[src/rtl/sio_pkg.sv]
package sio_pkg;
  localparam int ADDR_W = 8;

  localparam logic [ADDR_W-1:0] OFF_LINE  = 8'h00;
  localparam logic [ADDR_W-1:0] OFF_LSTAT = 8'h04;
  localparam logic [ADDR_W-1:0] OFF_IEN   = 8'h08;
  localparam logic [ADDR_W-1:0] OFF_ISTAT = 8'h0C;
  localparam logic [ADDR_W-1:0] OFF_FCTL  = 8'h10;
  localparam logic [ADDR_W-1:0] OFF_RATE  = 8'h14;
  localparam logic [ADDR_W-1:0] OFF_TXP   = 8'h20;
  localparam logic [ADDR_W-1:0] OFF_RXP   = 8'h30;

  localparam logic [31:0] MASK_LINE = 32'hE17F_0000;
  localparam logic [31:0] MASK_IEN  = 32'h000F_0000;
  localparam logic [31:0] MASK_FCTL = 32'h001F_0000;
  localparam logic [31:0] MASK_RATE = 32'h03FF_0000;

  localparam logic [31:0] RST_LINE = 32'h4000_0000;
  localparam logic [31:0] RST_RATE = 32'h03FF_0000;

  localparam int FLAG_LSB   = 16;
  localparam int FLAG_N     = 3;
  localparam int FC_ENA     = 16;
  localparam int FC_RX_FLUSH = 17;
  localparam int FC_TX_FLUSH = 18;

  function automatic logic [31:0] lane_merge(input logic [31:0] old_v,
                                             input logic [31:0] new_v,
                                             input logic [3:0]  be,
                                             input logic [31:0] keep);
    logic [31:0] lm;
    for (int i = 0; i < 4; i++) lm[i*8 +: 8] = {8{be[i]}};
    return keep & ((old_v & ~lm) | (new_v & lm));
  endfunction
endpackage

[src/rtl/sio_byte_fifo.sv]
module sio_byte_fifo #(
  parameter int DEPTH = 16,
  parameter int WIDTH = 8
) (
  input  logic             clk,
  input  logic             rst_n,
  input  logic             clr,
  input  logic             push,
  input  logic [WIDTH-1:0] din,
  input  logic             pop,
  output logic [WIDTH-1:0] dout,
  output logic             empty,
  output logic             full
);
  localparam int PTR_W = (DEPTH > 1) ? $clog2(DEPTH) : 1;
  localparam int CNT_W = $clog2(DEPTH + 1);
  localparam logic [PTR_W-1:0] LAST = PTR_W'(DEPTH - 1);
  localparam logic [CNT_W-1:0] CAP  = CNT_W'(DEPTH);

  logic [WIDTH-1:0] mem [DEPTH];
  logic [PTR_W-1:0] rd_q, rd_d, wr_q, wr_d;
  logic [CNT_W-1:0] cnt_q, cnt_d;
  logic             push_ok, pop_ok;

  function automatic logic [PTR_W-1:0] bump(input logic [PTR_W-1:0] p);
    return (p == LAST) ? '0 : p + 1'b1;
  endfunction

  assign empty = (cnt_q == '0);
  assign full  = (cnt_q == CAP);
  assign dout  = mem[rd_q];

  always_comb begin
    push_ok = push && !full;
    pop_ok  = pop && !empty;
    rd_d    = pop_ok  ? bump(rd_q) : rd_q;
    wr_d    = push_ok ? bump(wr_q) : wr_q;
    cnt_d   = cnt_q + CNT_W'(push_ok) - CNT_W'(pop_ok);
    if (clr) begin
      rd_d  = '0;
      wr_d  = '0;
      cnt_d = '0;
    end
  end

  always_ff @(posedge clk or negedge rst_n) begin
    if (!rst_n) begin
      rd_q  <= '0;
      wr_q  <= '0;
      cnt_q <= '0;
    end else begin
      rd_q  <= rd_d;
      wr_q  <= wr_d;
      cnt_q <= cnt_d;
    end
  end

  always_ff @(posedge clk) begin
    if (push_ok && !clr) mem[wr_q] <= din;
  end

  p_no_overflow_r11: assert property (@(posedge clk) disable iff (!rst_n)
    cnt_q <= CAP);
  p_full_drop_r11: assert property (@(posedge clk) disable iff (!rst_n)
    (full && push && !pop && !clr) |=> full);
  p_clear_empties_r10: assert property (@(posedge clk) disable iff (!rst_n)
    clr |=> empty);
endmodule

[src/rtl/sio_int_flags.sv]
module sio_int_flags
  import sio_pkg::*;
(
  input  logic              clk,
  input  logic              rst_n,
  input  logic              st_we,
  input  logic [FLAG_N-1:0] st_keep,
  input  logic              rx_has_data,
  input  logic              tx_is_empty,
  input  logic [FLAG_N-1:0] ien,
  output logic [FLAG_N-1:0] flags,
  output logic              irq
);
  logic [FLAG_N-1:0] flags_q, flags_d, set_v, and_v;

  always_comb begin
    set_v   = {1'b0, tx_is_empty, rx_has_data};
    and_v   = st_we ? st_keep : '1;
    flags_d = (flags_q & and_v) | set_v;
  end

  always_ff @(posedge clk or negedge rst_n) begin
    if (!rst_n) flags_q <= '0;
    else        flags_q <= flags_d;
  end

  assign flags = flags_q;
  assign irq   = |(flags_q & ien);

  p_rx_sticky_r6: assert property (@(posedge clk) disable iff (!rst_n)
    (flags_q[0] && !st_we) |=> flags_q[0]);
  p_tx_sticky_r7: assert property (@(posedge clk) disable iff (!rst_n)
    (flags_q[1] && !st_we) |=> flags_q[1]);
  p_rx_no_bus_set_r8: assert property (@(posedge clk) disable iff (!rst_n)
    (!flags_q[0] && !rx_has_data) |=> !flags_q[0]);
  p_tx_no_bus_set_r8: assert property (@(posedge clk) disable iff (!rst_n)
    (!flags_q[1] && !tx_is_empty) |=> !flags_q[1]);
  p_err_never_r12: assert property (@(posedge clk) disable iff (!rst_n)
    !flags_q[2]);
endmodule

[src/rtl/sio_ctrl_front.sv]
module sio_ctrl_front
  import sio_pkg::*;
#(
  parameter int FIFO_DEPTH = 16
) (
  input  logic              clk,
  input  logic              rst_n,
  input  logic              bus_sel,
  input  logic              bus_we,
  input  logic [ADDR_W-1:0] bus_addr,
  input  logic [3:0]        bus_be,
  input  logic [31:0]       bus_wdata,
  output logic [31:0]       bus_rdata,
  output logic              irq_o,
  output logic              tx_valid,
  input  logic              tx_ready,
  output logic [7:0]        tx_data,
  input  logic              rx_valid,
  output logic              rx_ready,
  input  logic [7:0]        rx_data
);
  localparam int WORD_HI = ADDR_W - 1;

  logic [31:0] line_q, line_d, ien_q, ien_d, fctl_q, fctl_d, rate_q, rate_d;
  logic        wr, rd;
  logic        hit_line, hit_ien, hit_istat, hit_fctl, hit_rate, hit_txp, hit_rxp;
  logic        tx_push, tx_pop, tx_clr, tx_empty, tx_full;
  logic        rx_push, rx_pop, rx_clr, rx_empty, rx_full;
  logic [7:0]  rx_head;
  logic [FLAG_N-1:0] flags, st_keep;

  assign wr = bus_sel && bus_we;
  assign rd = bus_sel && !bus_we;

  assign hit_line  = bus_addr[WORD_HI:2] == OFF_LINE[WORD_HI:2];
  assign hit_ien   = bus_addr[WORD_HI:2] == OFF_IEN[WORD_HI:2];
  assign hit_istat = bus_addr[WORD_HI:2] == OFF_ISTAT[WORD_HI:2];
  assign hit_fctl  = bus_addr[WORD_HI:2] == OFF_FCTL[WORD_HI:2];
  assign hit_rate  = bus_addr[WORD_HI:2] == OFF_RATE[WORD_HI:2];
  assign hit_txp   = bus_addr[WORD_HI:2] == OFF_TXP[WORD_HI:2];
  assign hit_rxp   = bus_addr[WORD_HI:2] == OFF_RXP[WORD_HI:2];

  always_comb begin
    line_d = (wr && hit_line) ? lane_merge(line_q, bus_wdata, bus_be, MASK_LINE) : line_q;
    ien_d  = (wr && hit_ien)  ? lane_merge(ien_q,  bus_wdata, bus_be, MASK_IEN)  : ien_q;
    fctl_d = (wr && hit_fctl) ? lane_merge(fctl_q, bus_wdata, bus_be, MASK_FCTL) : fctl_q;
    rate_d = (wr && hit_rate) ? lane_merge(rate_q, bus_wdata, bus_be, MASK_RATE) : rate_q;
  end

  always_ff @(posedge clk or negedge rst_n) begin
    if (!rst_n) begin
      line_q <= RST_LINE;
      ien_q  <= '0;
      fctl_q <= '0;
      rate_q <= RST_RATE;
    end else begin
      line_q <= line_d;
      ien_q  <= ien_d;
      fctl_q <= fctl_d;
      rate_q <= rate_d;
    end
  end

  // Flushes act on the value the write leaves behind, not the old one.
  assign tx_clr  = wr && hit_fctl && fctl_d[FC_ENA] && fctl_d[FC_TX_FLUSH];
  assign rx_clr  = wr && hit_fctl && fctl_d[FC_ENA] && fctl_d[FC_RX_FLUSH];
  assign tx_push = wr && hit_txp && bus_be[3];
  assign tx_pop  = tx_valid && tx_ready;
  assign rx_push = rx_valid && rx_ready;
  assign rx_pop  = rd && hit_rxp && bus_be[3] && !rx_empty;
  assign tx_valid = !tx_empty;
  assign rx_ready = !rx_full;

  sio_byte_fifo #(.DEPTH(FIFO_DEPTH), .WIDTH(8)) u_tx_fifo (
    .clk(clk), .rst_n(rst_n), .clr(tx_clr),
    .push(tx_push), .din(bus_wdata[31:24]),
    .pop(tx_pop), .dout(tx_data),
    .empty(tx_empty), .full(tx_full)
  );

  sio_byte_fifo #(.DEPTH(FIFO_DEPTH), .WIDTH(8)) u_rx_fifo (
    .clk(clk), .rst_n(rst_n), .clr(rx_clr),
    .push(rx_push), .din(rx_data),
    .pop(rx_pop), .dout(rx_head),
    .empty(rx_empty), .full(rx_full)
  );

  assign st_keep = bus_be[2] ? bus_wdata[FLAG_LSB +: FLAG_N] : '1;

  sio_int_flags u_flags (
    .clk(clk), .rst_n(rst_n),
    .st_we(wr && hit_istat), .st_keep(st_keep),
    .rx_has_data(!rx_empty), .tx_is_empty(tx_empty),
    .ien(ien_q[FLAG_LSB +: FLAG_N]),
    .flags(flags), .irq(irq_o)
  );

  always_comb begin
    bus_rdata = '0;
    if (rd) begin
      if (hit_line)       bus_rdata = line_q;
      else if (hit_ien)   bus_rdata = ien_q;
      else if (hit_istat) bus_rdata = {13'd0, flags, 16'd0};
      else if (hit_fctl)  bus_rdata = fctl_q;
      else if (hit_rate)  bus_rdata = rate_q;
      else if (hit_rxp && bus_be[3] && !rx_empty) bus_rdata = {rx_head, 24'd0};
    end
  end

  p_tx_hold_r4: assert property (@(posedge clk) disable iff (!rst_n)
    (tx_valid && !tx_ready && !tx_clr) |=> (tx_valid && $stable(tx_data)));
  p_flush_gated_r10: assert property (@(posedge clk) disable iff (!rst_n)
    (wr && hit_fctl && !bus_wdata[FC_ENA] && bus_be[2] && tx_valid && !tx_ready) |=> tx_valid);
  p_rx_full_block_r11: assert property (@(posedge clk) disable iff (!rst_n)
    (rx_full && !rx_pop && !rx_clr) |=> !rx_ready);
  p_irq_needs_enable_r9: assert property (@(posedge clk) disable iff (!rst_n)
    irq_o |-> (ien_q[FLAG_LSB +: FLAG_N] != '0));
endmodule

[config.mk]
export PLATFORM = sky130hd
export DESIGN_NAME = sio_ctrl_front
export DESIGN_NICKNAME = d
export VERILOG_FILES = /design/src/rtl/sio_pkg.sv /design/src/rtl/sio_byte_fifo.sv /design/src/rtl/sio_int_flags.sv /design/src/rtl/sio_ctrl_front.sv
export SDC_FILE = /design/constraint.sdc
export NUM_CORES = 1
export LEC_CHECK = 0
export ABC_AREA = 1
export BUFFER_PORTS_ARGS = -buffer_cell sky130_fd_sc_hd__buf_2
export CAP_MARGIN = 15
export CORE_MARGIN = 3
export CORE_UTILIZATION = 30
export DETAILED_ROUTE_END_ITERATION = 8
export HOLD_SLACK_MARGIN = 0.06
export SYNTH_ARGS = -nofsm -noshare
export SYNTH_HDL_FRONTEND = slang
export SYNTH_SLANG_ARGS = --single-unit
export TNS_END_PERCENT = 50
[constraint.sdc]
create_clock -name clk -period 3 [get_ports clk]
set_clock_uncertainty 0.05 [all_clocks]
set_input_delay 0.15 -clock clk [delete_from_list [all_inputs] [get_ports clk]]
set_output_delay 0.15 -clock clk [all_outputs]
set_load 0.05 [all_outputs]
==> impl_metrics.env <==
export IMPL_status="completed"
export IMPL_cts_tree="built"
export IMPL_cp_num_buf_inv=2
export IMPL_synthFlopType="edfxtp_1"
export IMPL_drv_slew=0
export IMPL_hold_end="u_tx_fifo.wr_q[1]"
export IMPL_num_vias=9582
export IMPL_post_route_period_util_pct=95.06
export IMPL_max_cap_viol_count=0
export IMPL_ys_seq_elements=315
export IMPL_drive_gt1_share_pct=13.68
export IMPL_worstSetupEndpointType="output port"
export IMPL_cts_sinks=315
export IMPL_first_iter_violations=623
export IMPL_dp_hpwl_mm=21.36
export IMPL_die_width_um=221.0
export IMPL_cp_cell_sequence="clkinv_1 -> nand3_1 -> nand3_1 -> a21oi_1 -> buf_2"
export IMPL_rsz0062_at_grt="no"
export IMPL_drc_errors=0
export IMPL_hold_ws_ns=0.1026
export IMPL_setup_viol=0
export IMPL_grt_use_total_pct=13.41
export IMPL_arrival_ns=2.65
export IMPL_critPathLaunchType="flop"
export IMPL_firstDrtPassIters=5
export IMPL_yosys_top_cells_area="edfxtp_1 55%, dfrtp_1 8.7%, nand2_1 7.4%"
export IMPL_clock_path_buffers=3
export IMPL_fin_tns_setup_ns=0
export IMPL_num_rows=78
export IMPL_via_per_inst=4.748
export IMPL_routedWlPerCell_um=16.74
export IMPL_hold_depth=6
export IMPL_ioPinCount=101
export IMPL_start_util_pct=30.48
export IMPL_cts_made_buffers=34
export IMPL_max_stage_delay_ns=0.55
export IMPL_mostFrequentLayoutCell="nand2_1"
export IMPL_final_util_pct=35.87
export IMPL_r2r_setup_slack_ns=0.30
export IMPL_p_per_area_nw_per_um2=770.6
export IMPL_layout_common_cells="273 x nand2_1, 256 x edfxtp_1, 161 x nor2_1"
export IMPL_synth_top_area_share_pct=55.46
export IMPL_maxSlewHeadroom_pct=38.48
export IMPL_h_tree_depth=2
export IMPL_async_reset_ff_share_pct=18.73
export IMPL_ant_nets=0
export IMPL_hp_start="bus_addr[4]"
export IMPL_grt_pass1_vias=9360
export IMPL_syn_area_sq_um=13860
export IMPL_yosysWarnings=0
export IMPL_port_buffer_count=64
export IMPL_required_ns=2.80
export IMPL_clk_pin_slew_ns=0.06
export IMPL_path_common_cell="nand3_1"
export IMPL_clock_root_buffer="clkbuf_16"
export IMPL_wl_mm=33.78
export IMPL_critPathKind="reg2out"
export IMPL_synth_cell_types=43
export IMPL_yosysTopAreaCell="edfxtp_1"
export IMPL_grt_max_degree=69
export IMPL_path_delay_family="buffers and inverters"
export IMPL_antenna_found_initial=0
export IMPL_hp_class="in2reg"
export IMPL_leakage_nw=6.208
export IMPL_rr_worst_depth=18
export IMPL_r2r_start="u_rx_fifo.cnt_q[2]"
export IMPL_grt_overflow=0
export IMPL_min_period_ns=2.852
export IMPL_ys_seq_area_share_pct=66.21
export IMPL_diodes=0
export IMPL_die_y_um=221.0
export IMPL_timing_worst_slew_pin_value_ns=0.9227
export IMPL_die_area_sq_um=48820
export IMPL_place_area_sq_um=14970
export IMPL_critPathSlowestCell="dfrtp_1"
export IMPL_stdcell_area_sq_um=16310
export IMPL_r2r_end="u_rx_fifo.cnt_q[4]"
export IMPL_critPathLaunch="u_rx_fifo.rd_q[3]"
export IMPL_ir_worst_vdd_v=0.0006743
export IMPL_nets=1476
export IMPL_syn_inst=1276
export IMPL_synth_avg_cell_area_sq_um=10.86
export IMPL_synth_edf_count=256
export IMPL_path_max_fanout=10
export IMPL_clock_fmax_mhz=350.6
export IMPL_gp_congestion=0.8270
export IMPL_postCtsSetupBuffers=0
export IMPL_finalHoldViolCount=0
export IMPL_grt_pass1_wl_mm=52.74
export IMPL_clk_insertion_delay_late_ns=0.52
export IMPL_core_area_sq_um=45480
export IMPL_syn_to_final_growth_pct=17.69
metrics by stage:
step	power [mW]	setup WS (ns)	std cells
after floorplan	7.756	-0.009176	1291
after global placement	8.617	0.2258	1927
after detailed placement	8.687	0.1946	1927
after CTS	12.65	0.1473	2018
after global routing	13.25	0.03582	2018
final	12.57	0.1481	2018
flip-flops by register name, indices dropped and copies added, names as in the netlist, named ones only:
name and flops:
u_tx_fifo.mem 128, u_rx_fifo.rd_q 4, u_tx_fifo.cnt_q 5, u_rx_fifo.cnt_q 5
u_rx_fifo.wr_q 4, u_tx_fifo.rd_q 4, u_flags.flags 3, fctl_q 3
u_rx_fifo.mem 128, u_tx_fifo.wr_q 4
routing by layer:
metal	up-vias	wire, um	track usage [%]
li1	4607	-	-
met1	4683	15040	18.15
met2	243	16270	22.45
met3	49	1775	2.123
met4	0	698	3.718
met5	-	0	0
logic make-up after synthesis:
kind of cell    after synthesis  share of synthesized area (%)
simple gates                610                          19.20
flops                       315                          66.21
compound gates              171                          6.878
buf+inv                     144                          4.712
fa+ha+maj                    24                          2.275
xor+xnor                     10                         0.6319
other cells                   1                        0.02705
mux                           1                        0.07221
cells in the mapped netlist, types with 3 or more instances:
library cell	n
xnor2_1	3
ha_1	22
edfxtp_1	256
nand2_4	5
nor2_1	163
nor2_4	12
inv_1	70
buf_1	6
o221ai_1	3
xor2_1	7
clkbuf_1	23
dfrtp_1	48
nand3b_1	3
clkinv_1	4
nand3_1	134
buf_4	17
o22ai_1	17
a21oi_1	13
buf_2	20
nand2_1	275
o211ai_1	15
o21ai_0	114
nand4_1	7
nor3_1	4
dfstp_2	11
final cells by class:
cell class              count  area, sq um
fillers                  4527        29160
flip-flops and latches    315         9180
multi-input cells         832         4121
repair buffers            135        955.9
clock buffers              46        927.1
well taps                 600        750.7
inverters                  76        285.3
clock inverters            14        93.84
repair_timing:
item,4_1_cts,5_1_grt
gates resized for setup,0,4
hold buffers,31,0
setup endpoints to repair,0,2
endpoints found under the hold margin,323,0
report_power, final:
group | switching (mW) | internal (mW) | total (mW)
Clock | 1.69 | 2.26 | 3.94
Combinational | 2.37 | 1.02 | 3.39
Sequential | 0.177 | 5.06 | 5.24
Total | 4.23 | 8.34 | 12.6
worst reg2reg max path, stage by stage (launching register included):
cell	delay (ns)
dfrtp_1	0.38
inv_1	0.08
ha_1	0.16
nand3_1	0.09
nor2_2	0.10
inv_1	0.06
nand2_2	0.12
nor2_4	0.07
ha_1	0.29
inv_1	0.05
ha_1	0.15
inv_1	0.06
fa_1	0.42
nor2_2	0.14
nor2_1	0.05
nor2_1	0.08
nor2_1	0.05
xor2_1	0.13
nor2_1	0.06
worst max-delay path by stage:
stage,slack (ns),cells after the start,end
6_report,0.15,5,bus_rdata[31]
5_1_grt,0.04,18,u_rx_fifo.cnt_q[4]
4_1_cts,0.15,5,bus_rdata[30]
3_5_place_dp,0.19,18,u_rx_fifo.cnt_q[4]
3_3_place_gp,0.23,18,u_rx_fifo.cnt_q[4]
2_1_floorplan,-0.009,16,u_tx_fifo.cnt_q[4]
Power figures use the tool's default switching activity.
